### src/rtl/wp_pkg.sv
package wp_pkg;
  typedef enum logic [1:0] {
    ST_LOOK  = 2'd0,
    ST_PROBE = 2'd1,
    ST_FILL  = 2'd2
  } wp_state_e;

  localparam int EV_FIRST  = 0;
  localparam int EV_SECOND = 1;
  localparam int EV_MISS   = 2;
  localparam int EV_N      = 3;
endpackage

### src/rtl/wp_way_array.sv
module wp_way_array #(
  parameter int SETS   = 16,
  parameter int TAG_W  = 8,
  parameter int DATA_W = 32,
  localparam int IDX_W = $clog2(SETS)
) (
  input  logic              clk,
  input  logic              rst_n,
  input  logic              tag_en,
  input  logic              data_en,
  input  logic [IDX_W-1:0]  rd_idx,
  input  logic [TAG_W-1:0]  cmp_tag,
  output logic              hit,
  output logic [DATA_W-1:0] rd_data,
  input  logic              wr_en,
  input  logic [IDX_W-1:0]  wr_idx,
  input  logic [TAG_W-1:0]  wr_tag,
  input  logic [DATA_W-1:0] wr_data
);
  logic [SETS-1:0]   vld_q;
  logic [TAG_W-1:0]  tag_q [SETS];
  logic [DATA_W-1:0] dat_q [SETS];

  always_ff @(posedge clk or negedge rst_n) begin
    if (!rst_n) vld_q <= '0;
    else if (wr_en) vld_q[wr_idx] <= 1'b1;
  end

  always_ff @(posedge clk) begin
    if (wr_en) begin
      tag_q[wr_idx] <= wr_tag;
      dat_q[wr_idx] <= wr_data;
    end
  end

  // a read only sees the array when its strobe is up
  assign hit     = tag_en && vld_q[rd_idx] && (tag_q[rd_idx] == cmp_tag);
  assign rd_data = data_en ? dat_q[rd_idx] : '0;

  // a written line is valid afterwards
  a_r5_fill_marks_valid: assert property (@(posedge clk) disable iff (!rst_n)
    wr_en |=> vld_q[$past(wr_idx)]);
endmodule

### src/rtl/wp_set_state.sv
module wp_set_state #(
  parameter int SETS = 16,
  parameter int WAYS = 4,
  localparam int IDX_W = $clog2(SETS),
  localparam int WAY_W = $clog2(WAYS)
) (
  input  logic             clk,
  input  logic             rst_n,
  input  logic [IDX_W-1:0] lk_idx,
  output logic [WAY_W-1:0] lk_mru,
  input  logic [IDX_W-1:0] up_idx,
  output logic [WAY_W-1:0] up_victim,
  input  logic             hit_upd,
  input  logic [WAY_W-1:0] hit_way,
  input  logic             fill_upd
);
  logic [WAY_W-1:0] mru_q [SETS];
  logic [WAY_W-1:0] rr_q  [SETS];

  always_ff @(posedge clk or negedge rst_n) begin
    if (!rst_n) begin
      for (int s = 0; s < SETS; s++) begin
        mru_q[s] <= '0;
        rr_q[s]  <= '0;
      end
    end else if (hit_upd) begin
      mru_q[up_idx] <= hit_way;
    end else if (fill_upd) begin
      mru_q[up_idx] <= rr_q[up_idx];
      rr_q[up_idx]  <= (rr_q[up_idx] == WAY_W'(WAYS-1)) ? '0 : rr_q[up_idx] + 1'b1;
    end
  end

  assign lk_mru    = mru_q[lk_idx];
  assign up_victim = rr_q[up_idx];

  // a set is updated by one cause per cycle
  a_r6_one_update: assert property (@(posedge clk) disable iff (!rst_n)
    !(hit_upd && fill_upd));
  // every fill moves the set's round-robin pointer on
  a_r5_rr_steps: assert property (@(posedge clk) disable iff (!rst_n)
    fill_upd |=> (rr_q[$past(up_idx)] != $past(up_victim)));
endmodule

### src/rtl/wp_event_counters.sv
module wp_event_counters #(
  parameter int CNT_W = 16,
  parameter int N_EV  = 3
) (
  input  logic                       clk,
  input  logic                       rst_n,
  input  logic [N_EV-1:0]            ev,
  output logic [N_EV-1:0][CNT_W-1:0] cnt
);
  for (genvar e = 0; e < N_EV; e++) begin : g_ev
    logic [CNT_W-1:0] c_q;
    always_ff @(posedge clk or negedge rst_n) begin
      if (!rst_n) c_q <= '0;
      else if (ev[e]) c_q <= c_q + 1'b1;
    end
    assign cnt[e] = c_q;
  end

  // one access ends in one way only
  a_r3_one_outcome: assert property (@(posedge clk) disable iff (!rst_n)
    $onehot0(ev));
endmodule

### src/rtl/wp_cache_lookup.sv
module wp_cache_lookup
  import wp_pkg::*;
#(
  parameter int WAYS   = 4,
  parameter int SETS   = 16,
  parameter int TAG_W  = 8,
  parameter int DATA_W = 32,
  parameter int CNT_W  = 16,
  localparam int IDX_W  = $clog2(SETS),
  localparam int WAY_W  = $clog2(WAYS),
  localparam int ADDR_W = TAG_W + IDX_W
) (
  input  logic              clk,
  input  logic              rst_n,
  input  logic              req_valid,
  output logic              req_ready,
  input  logic [ADDR_W-1:0] req_addr,
  output logic              rsp_valid,
  input  logic              rsp_ready,
  output logic [DATA_W-1:0] rsp_data,
  output logic              rsp_hit,
  output logic [WAYS-1:0]   way_tag_rd_en,
  output logic [WAYS-1:0]   way_data_rd_en,
  output logic              mem_req_valid,
  output logic [ADDR_W-1:0] mem_req_addr,
  input  logic              mem_rsp_valid,
  input  logic [DATA_W-1:0] mem_rsp_data,
  output logic [CNT_W-1:0]  cnt_first_hit,
  output logic [CNT_W-1:0]  cnt_second_hit,
  output logic [CNT_W-1:0]  cnt_miss
);
  wp_state_e         state, state_nx;
  logic [ADDR_W-1:0] addr_q;
  logic [WAYS-1:0]   pred_oh_q;
  logic              rsp_valid_q, rsp_hit_q;
  logic [DATA_W-1:0] rsp_data_q;

  logic              req_fire;
  logic [IDX_W-1:0]  req_idx, cur_idx, q_idx;
  logic [TAG_W-1:0]  req_tag, cur_tag, q_tag;
  logic [WAY_W-1:0]  lk_mru, victim, hit_way;
  logic [WAYS-1:0]   pred_oh, way_sel, hit_v, wr_v;
  logic [DATA_W-1:0] rd_w [WAYS];
  logic              any_hit;
  logic [DATA_W-1:0] sel_data, load_data;
  logic              load_rsp, load_hit, hit_upd, fill_upd;
  logic [EV_N-1:0]   ev;
  logic [EV_N-1:0][CNT_W-1:0] cnt;

  assign req_idx = req_addr[IDX_W-1:0];
  assign req_tag = req_addr[ADDR_W-1:IDX_W];
  assign q_idx   = addr_q[IDX_W-1:0];
  assign q_tag   = addr_q[ADDR_W-1:IDX_W];

  assign req_ready = (state == ST_LOOK) && (!rsp_valid_q || rsp_ready);
  assign req_fire  = req_valid && req_ready;

  assign cur_idx = (state == ST_LOOK) ? req_idx : q_idx;
  assign cur_tag = (state == ST_LOOK) ? req_tag : q_tag;
  assign pred_oh = WAYS'(1) << lk_mru;

  // strobe pattern: predicted way on acceptance, the rest in the probe cycle
  always_comb begin
    way_sel = '0;
    if (state == ST_LOOK && req_fire) way_sel = pred_oh;
    else if (state == ST_PROBE)       way_sel = ~pred_oh_q;
  end
  assign way_tag_rd_en  = way_sel;
  assign way_data_rd_en = way_sel;

  wp_set_state #(.SETS(SETS), .WAYS(WAYS)) u_set_state (
    .clk(clk), .rst_n(rst_n),
    .lk_idx(req_idx), .lk_mru(lk_mru),
    .up_idx(q_idx), .up_victim(victim),
    .hit_upd(hit_upd), .hit_way(hit_way), .fill_upd(fill_upd)
  );

  for (genvar w = 0; w < WAYS; w++) begin : g_way
    assign wr_v[w] = fill_upd && (victim == WAY_W'(w));
    wp_way_array #(.SETS(SETS), .TAG_W(TAG_W), .DATA_W(DATA_W)) u_way (
      .clk(clk), .rst_n(rst_n),
      .tag_en(way_tag_rd_en[w]), .data_en(way_data_rd_en[w]),
      .rd_idx(cur_idx), .cmp_tag(cur_tag),
      .hit(hit_v[w]), .rd_data(rd_w[w]),
      .wr_en(wr_v[w]), .wr_idx(q_idx), .wr_tag(q_tag), .wr_data(mem_rsp_data)
    );
  end

  assign any_hit = |hit_v;
  always_comb begin
    hit_way = '0;
    for (int w = 0; w < WAYS; w++) if (hit_v[w]) hit_way = WAY_W'(w);
  end
  assign sel_data = rd_w[hit_way];

  always_comb begin
    state_nx  = state;
    load_rsp  = 1'b0;
    load_data = sel_data;
    load_hit  = 1'b1;
    ev        = '0;
    hit_upd   = 1'b0;
    fill_upd  = 1'b0;
    case (state)
      ST_LOOK: begin
        if (req_fire) begin
          if (any_hit) begin
            load_rsp      = 1'b1;
            ev[EV_FIRST]  = 1'b1;
          end else begin
            state_nx = ST_PROBE;
          end
        end
      end
      ST_PROBE: begin
        if (any_hit) begin
          load_rsp      = 1'b1;
          ev[EV_SECOND] = 1'b1;
          hit_upd       = 1'b1;
          state_nx      = ST_LOOK;
        end else begin
          state_nx = ST_FILL;
        end
      end
      ST_FILL: begin
        if (mem_rsp_valid) begin
          load_rsp    = 1'b1;
          load_data   = mem_rsp_data;
          load_hit    = 1'b0;
          ev[EV_MISS] = 1'b1;
          fill_upd    = 1'b1;
          state_nx    = ST_LOOK;
        end
      end
      default: state_nx = ST_LOOK;
    endcase
  end

  always_ff @(posedge clk or negedge rst_n) begin
    if (!rst_n) begin
      state       <= ST_LOOK;
      addr_q      <= '0;
      pred_oh_q   <= '0;
      rsp_valid_q <= 1'b0;
      rsp_data_q  <= '0;
      rsp_hit_q   <= 1'b0;
    end else begin
      state <= state_nx;
      if (req_fire) begin
        addr_q    <= req_addr;
        pred_oh_q <= pred_oh;
      end
      if (rsp_valid_q && rsp_ready) rsp_valid_q <= 1'b0;
      if (load_rsp) begin
        rsp_valid_q <= 1'b1;
        rsp_data_q  <= load_data;
        rsp_hit_q   <= load_hit;
      end
    end
  end

  assign rsp_valid     = rsp_valid_q;
  assign rsp_data      = rsp_data_q;
  assign rsp_hit       = rsp_hit_q;
  assign mem_req_valid = (state == ST_FILL);
  assign mem_req_addr  = addr_q;

  wp_event_counters #(.CNT_W(CNT_W), .N_EV(EV_N)) u_cnt (
    .clk(clk), .rst_n(rst_n), .ev(ev), .cnt(cnt)
  );
  assign cnt_first_hit  = cnt[EV_FIRST];
  assign cnt_second_hit = cnt[EV_SECOND];
  assign cnt_miss       = cnt[EV_MISS];

  // one way strobed on acceptance, tag and data alike
  a_r2_single_way: assert property (@(posedge clk) disable iff (!rst_n)
    req_fire |-> ($countones(way_tag_rd_en) == 1) && (way_data_rd_en == way_tag_rd_en));
  // a predicted hit answers on the next cycle
  a_r3_pred_latency: assert property (@(posedge clk) disable iff (!rst_n)
    (req_fire && any_hit) |=> rsp_valid && rsp_hit);
  // probe covers every way but the predicted one
  a_r4_probe_rest: assert property (@(posedge clk) disable iff (!rst_n)
    (state == ST_PROBE) |-> ($countones(way_tag_rd_en) == WAYS-1) && ((way_tag_rd_en & pred_oh_q) == '0));
  // refill request holds until served
  a_r5_memreq_hold: assert property (@(posedge clk) disable iff (!rst_n)
    (mem_req_valid && !mem_rsp_valid) |=> mem_req_valid && $stable(mem_req_addr));
  // stalled response holds and blocks new requests
  a_r7_rsp_hold: assert property (@(posedge clk) disable iff (!rst_n)
    (rsp_valid && !rsp_ready) |=> rsp_valid && $stable(rsp_data) && $stable(rsp_hit));
  a_r7_ready_low: assert property (@(posedge clk) disable iff (!rst_n)
    (rsp_valid && !rsp_ready) |-> !req_ready);
  // no strobes without an accepted request outside the probe
  a_r8_quiet: assert property (@(posedge clk) disable iff (!rst_n)
    (!req_valid && state != ST_PROBE) |-> (way_tag_rd_en == '0) && (way_data_rd_en == '0));
endmodule

### config.mk
export PLATFORM = sky130hd
export DESIGN_NAME = wp_cache_lookup
export DESIGN_NICKNAME = d
export VERILOG_FILES = /design/src/rtl/wp_pkg.sv /design/src/rtl/wp_way_array.sv /design/src/rtl/wp_set_state.sv /design/src/rtl/wp_event_counters.sv /design/src/rtl/wp_cache_lookup.sv
export SDC_FILE = /design/constraint.sdc
export NUM_CORES = 2
export LEC_CHECK = 0
export BUFFER_PORTS_ARGS = -buffer_cell sky130_fd_sc_hd__buf_2
export CORE_ASPECT_RATIO = 0.75
export CORE_MARGIN = 2
export CORE_UTILIZATION = 30
export DETAILED_ROUTE_END_ITERATION = 8
export PLACE_DENSITY = 0.41
export RECOVER_POWER = 100
export SLEW_MARGIN = 25
export SYNTH_ARGS = -nofsm -noshare
export SYNTH_HDL_FRONTEND = slang
export SYNTH_HIERARCHICAL = 1
export SYNTH_SLANG_ARGS = --single-unit
### constraint.sdc
create_clock -name clk -period 7.1 [get_ports clk]
set_input_delay 0.71 -clock clk [delete_from_list [all_inputs] [get_ports clk]]
set_output_delay 0.71 -clock clk [all_outputs]
set_load 0.02 [all_outputs]
==> qor.csv <==
stage,metric,value,unit
sta,finClkSkew,0.0558,ns
floorplan,core,364000,sq um
yosys,yosysSeqAreaShare,75.5,%
status,violations,"max-capacitance violations, max-slew violations",
setup_path,r2r_end,u_set_state/mru_q[24],
floorplan,pin_count,153,
yosys,synthAdderAreaFrac,0.0457,%
route,first_iter_violations,6606,
yosys,synth_top_family_by_area,multiplexers,
yosys,synth_compound_area_share,1.43,%
sta,setup_tns,0,ns
yosys,syn_inst,4965,
sta,worst_pin_slew,5.46,ns
min_path,hold_depth,3,
clock_tree,clock_latency,0.89,ns
yosys,synth_fp_nets,5018,
floorplan,die_w,701,microns
placed_design,gp_congestion,0.771,
clock_tree,cts_tree,yes,
min_path,hold_class,input port to flop,
clock_tree,cts.path.max_buffers,4,
route,ant_nets,0,
yosys,ys_ff_latch,2788,
placed_design,port_buffers,152,
floorplan,initial_core_util,30.1,%
floorplan,die_height,527,microns
grt,overflow,0,
yosys,synth.area.mux_share,18.0,%
job,maxCapViolations,76,
floorplan,row_count,192,
setup_path,crit_type,flop to flop,
sta,period_share,94.2,%
setup_path,end_kind,flop,
grt,antenna_found_initial,42,
grt,grt_pass1_vias,54500,
clock_tree,cts_sinks,2788,
floorplan,dieArea,370000,sq um
yosys,synth_xor_area_share,0.695,%
sta,final-setup-viol-count,0,
power_and_ir_drop,power_density,403,nW/um^2
yosys,syn-cell-area,109000,sq um
route,wl,348000,microns
sta,max_freq,149,MHz
yosys,ys_async_sr_fraction,8.18,%
placed_design,dp_hpwl,201000,microns
layout,seq_area,82600,sq um
setup_path,reg2reg_setup_slack,0.41,ns
route,drt_pass1_iterations,5,
clock_tree,clk_pin_slew_worst_paths,0.07,ns
power_and_ir_drop,power,51.0,mW
setup_path,crit_fanout,70,
status,status,"finished, violations left",
clock_tree,cts_htree_levels,5,
setup_path,worstPathRequired,7.86,ns
yosys,synth_ff_type,edfxtp_1,
setup_path,worstSetupStartpointType,flop,
min_path,holdPathEnd,mem_req_addr[10],
route,vias_per_cell,5.13,
sta,relSlewSlack,-264,%
layout,final_nets,5467,
grt,globalRouteTotalUtil,18.5,%
clock_tree,cts_buffers,295,
setup_path,r2r-start,state[1],
route,wl_per_cell,33.2,microns
clock_tree,cts_setup_buffers,0,
layout,multi_input_area,25800,sq um
layout,drive_gt1_share,28.8,%
yosys,yosys.area_share.simple,3.04,%
yosys,ys_types,79,
power_and_ir_drop,ir_worst_vdd,0.362,mV
yosys,syn_area_per_cell,22.0,sq um
grt,grt_pass1_wl,476000,microns
sta,min_period,6.69,ns
route,routed-via-count,53800,
sta,rsz0062_at_grt,false,
min_path,min_from,req_addr[10],
setup_path,worstPathArrival,7.45,ns
layout,final_common_cell,edfxtp_1,
sta,hold_violations,0,
sta,slew_violations,3646,
yosys,yosys_warnings,6,
layout,fillers,33900,
yosys,synth_edf_count,2560,
clock_tree,root_buffer,clkbuf_16,
route,drc_errors,0,
grt,grt_start_max_net_pins,136,
layout,final_cell_mix,"edfxtp_1 (2560), mux4_2 (752), clkbuf_16 (306)",
power_and_ir_drop,p_leak,40.4,nW
layout,area_growth,15.6,%
setup_path,r2r_cells,17,
-- critical path: stages (launching register included) --
cell      delay (ns)
dfrtp_1         0.46
nor2_2          0.50
mux2_8          0.89
clkbuf_1        0.63
mux4_2          0.59
mux2i_1         0.14
mux2i_1         0.16
xnor2_1         0.20
nand4_1         0.28
nor4_1          0.78
buf_4           0.27
nor4_4          0.07
nor2_1          0.15
buf_4           0.18
nor2_1          0.09
nor3_1          0.47
nand3_1         0.19
mux2_2          0.42
-- registers in the layout, indices dropped and copies added (netlist names) --
signal,flops
u_cnt/g_ev.c_q,48
state,2
g_way.u_way/vld_q,64
g_way.u_way/tag_q,512
u_set_state/rr_q,32
mem_req_addr,12
rsp_hit,1
u_set_state/mru_q,32
pred_oh_q,4
g_way.u_way/dat_q,2048
rsp_valid,1
rsp_data,32
-- cell type report --
type	instances	area share [%]
Timing Repair Buffer	414	2.00
Antenna cell	9	0.0178
Clock inverter	139	1.09
Clock buffer	380	6.35
Multi-Input combinational cell	1905	20.4
Inverter	10	0.0297
Sequential cell	2788	65.3
Tap cell	4850	4.80
-- Yosys cell counts (14+ instances only) --
cell type | number | area (sq um)
edfxtp_1 | 2560 | 76900
mux4_2 | 752 | 16900
dfrtp_1 | 228 | 5710
nor2_1 | 163 | 612
mux2i_1 | 143 | 1430
and2_1 | 131 | 820
buf_2 | 121 | 606
nand2_1 | 104 | 390
or2_2 | 66 | 413
clkbuf_1 | 63 | 236
xnor2_1 | 60 | 526
mux2_2 | 58 | 653
a21oi_1 | 50 | 250
buf_1 | 45 | 169
a221o_1 | 31 | 310
nand3_1 | 31 | 155
a31oi_1 | 27 | 169
nor3_1 | 27 | 135
mux4_1 | 25 | 657
xor2_1 | 25 | 219
o22ai_1 | 22 | 138
a221oi_1 | 21 | 184
nand4_1 | 21 | 131
nand2b_1 | 19 | 119
buf_4 | 14 | 105
-- how the worst max path moves through the flow --
stage,startpoint,to,slack [ns]
2_1_floorplan,mem_req_addr[1],g_way[2].u_way/dat_q[0][0],1.06
3_3_place_gp,state[1],rsp_data[5],0.26
3_5_place_dp,state[1],rsp_data[9],0.63
4_1_cts,state[1],rsp_data[9],0.59
5_1_grt,mem_req_addr[0],g_way[0].u_way/dat_q[2][1],0.19
6_report,state[1],u_set_state/mru_q[24],0.41
-- per-stage QoR --
step	setup WS [ns]	cell area, sq um	instances	utilization [%]	hold WS (ns)
2_1_floorplan	1.06	109000	4965	-	0.414
3_3_place_gp	0.264	118000	9963	32.4	0.445
3_5_place_dp	0.626	118000	9965	32.4	0.448
4_1_cts	0.595	127000	10500	35.0	0.0146
5_1_grt	0.194	126000	10500	34.8	0.0568
6_report	0.408	126000	10500	34.8	0.0852
-- per-layer routing --
metal  share of wire, %  global-route usage, %  vias up
li1                   -                      -    21700
met1                 47                   28.0    30000
met2                 45                   28.3     1758
met3                6.1                   3.03      369
met4                2.0                   3.55        6
met5             0.0092                      0        -
-- repair_timing --
action                    CTS  global route
hold buffers                2             0
hold endpoints to repair   94             0
resized for setup           0             0
-- power by group --
| part | internal, mW | switching [mW] | total [mW] |
|---|---|---|---|
| Clock | 8.88 | 6.58 | 15.5 |
| Combinational | 6.77 | 9.28 | 16.1 |
| Sequential | 19.0 | 0.412 | 19.4 |
| Total | 34.7 | 16.3 | 51.0 |
-- logic make-up (layout without fill, tap and decap cells) --
family | Yosys count | count (layout)
flops | 2788 | 2788
mux | 983 | 983
simple gates | 628 | 628
buf+inv | 272 | 943
compound gates | 204 | 204
xor+xnor | 86 | 86
fa+ha+maj | 4 | 4
other cells | 0 | 9
No activity file was read; power rests on OpenSTA's default activity.
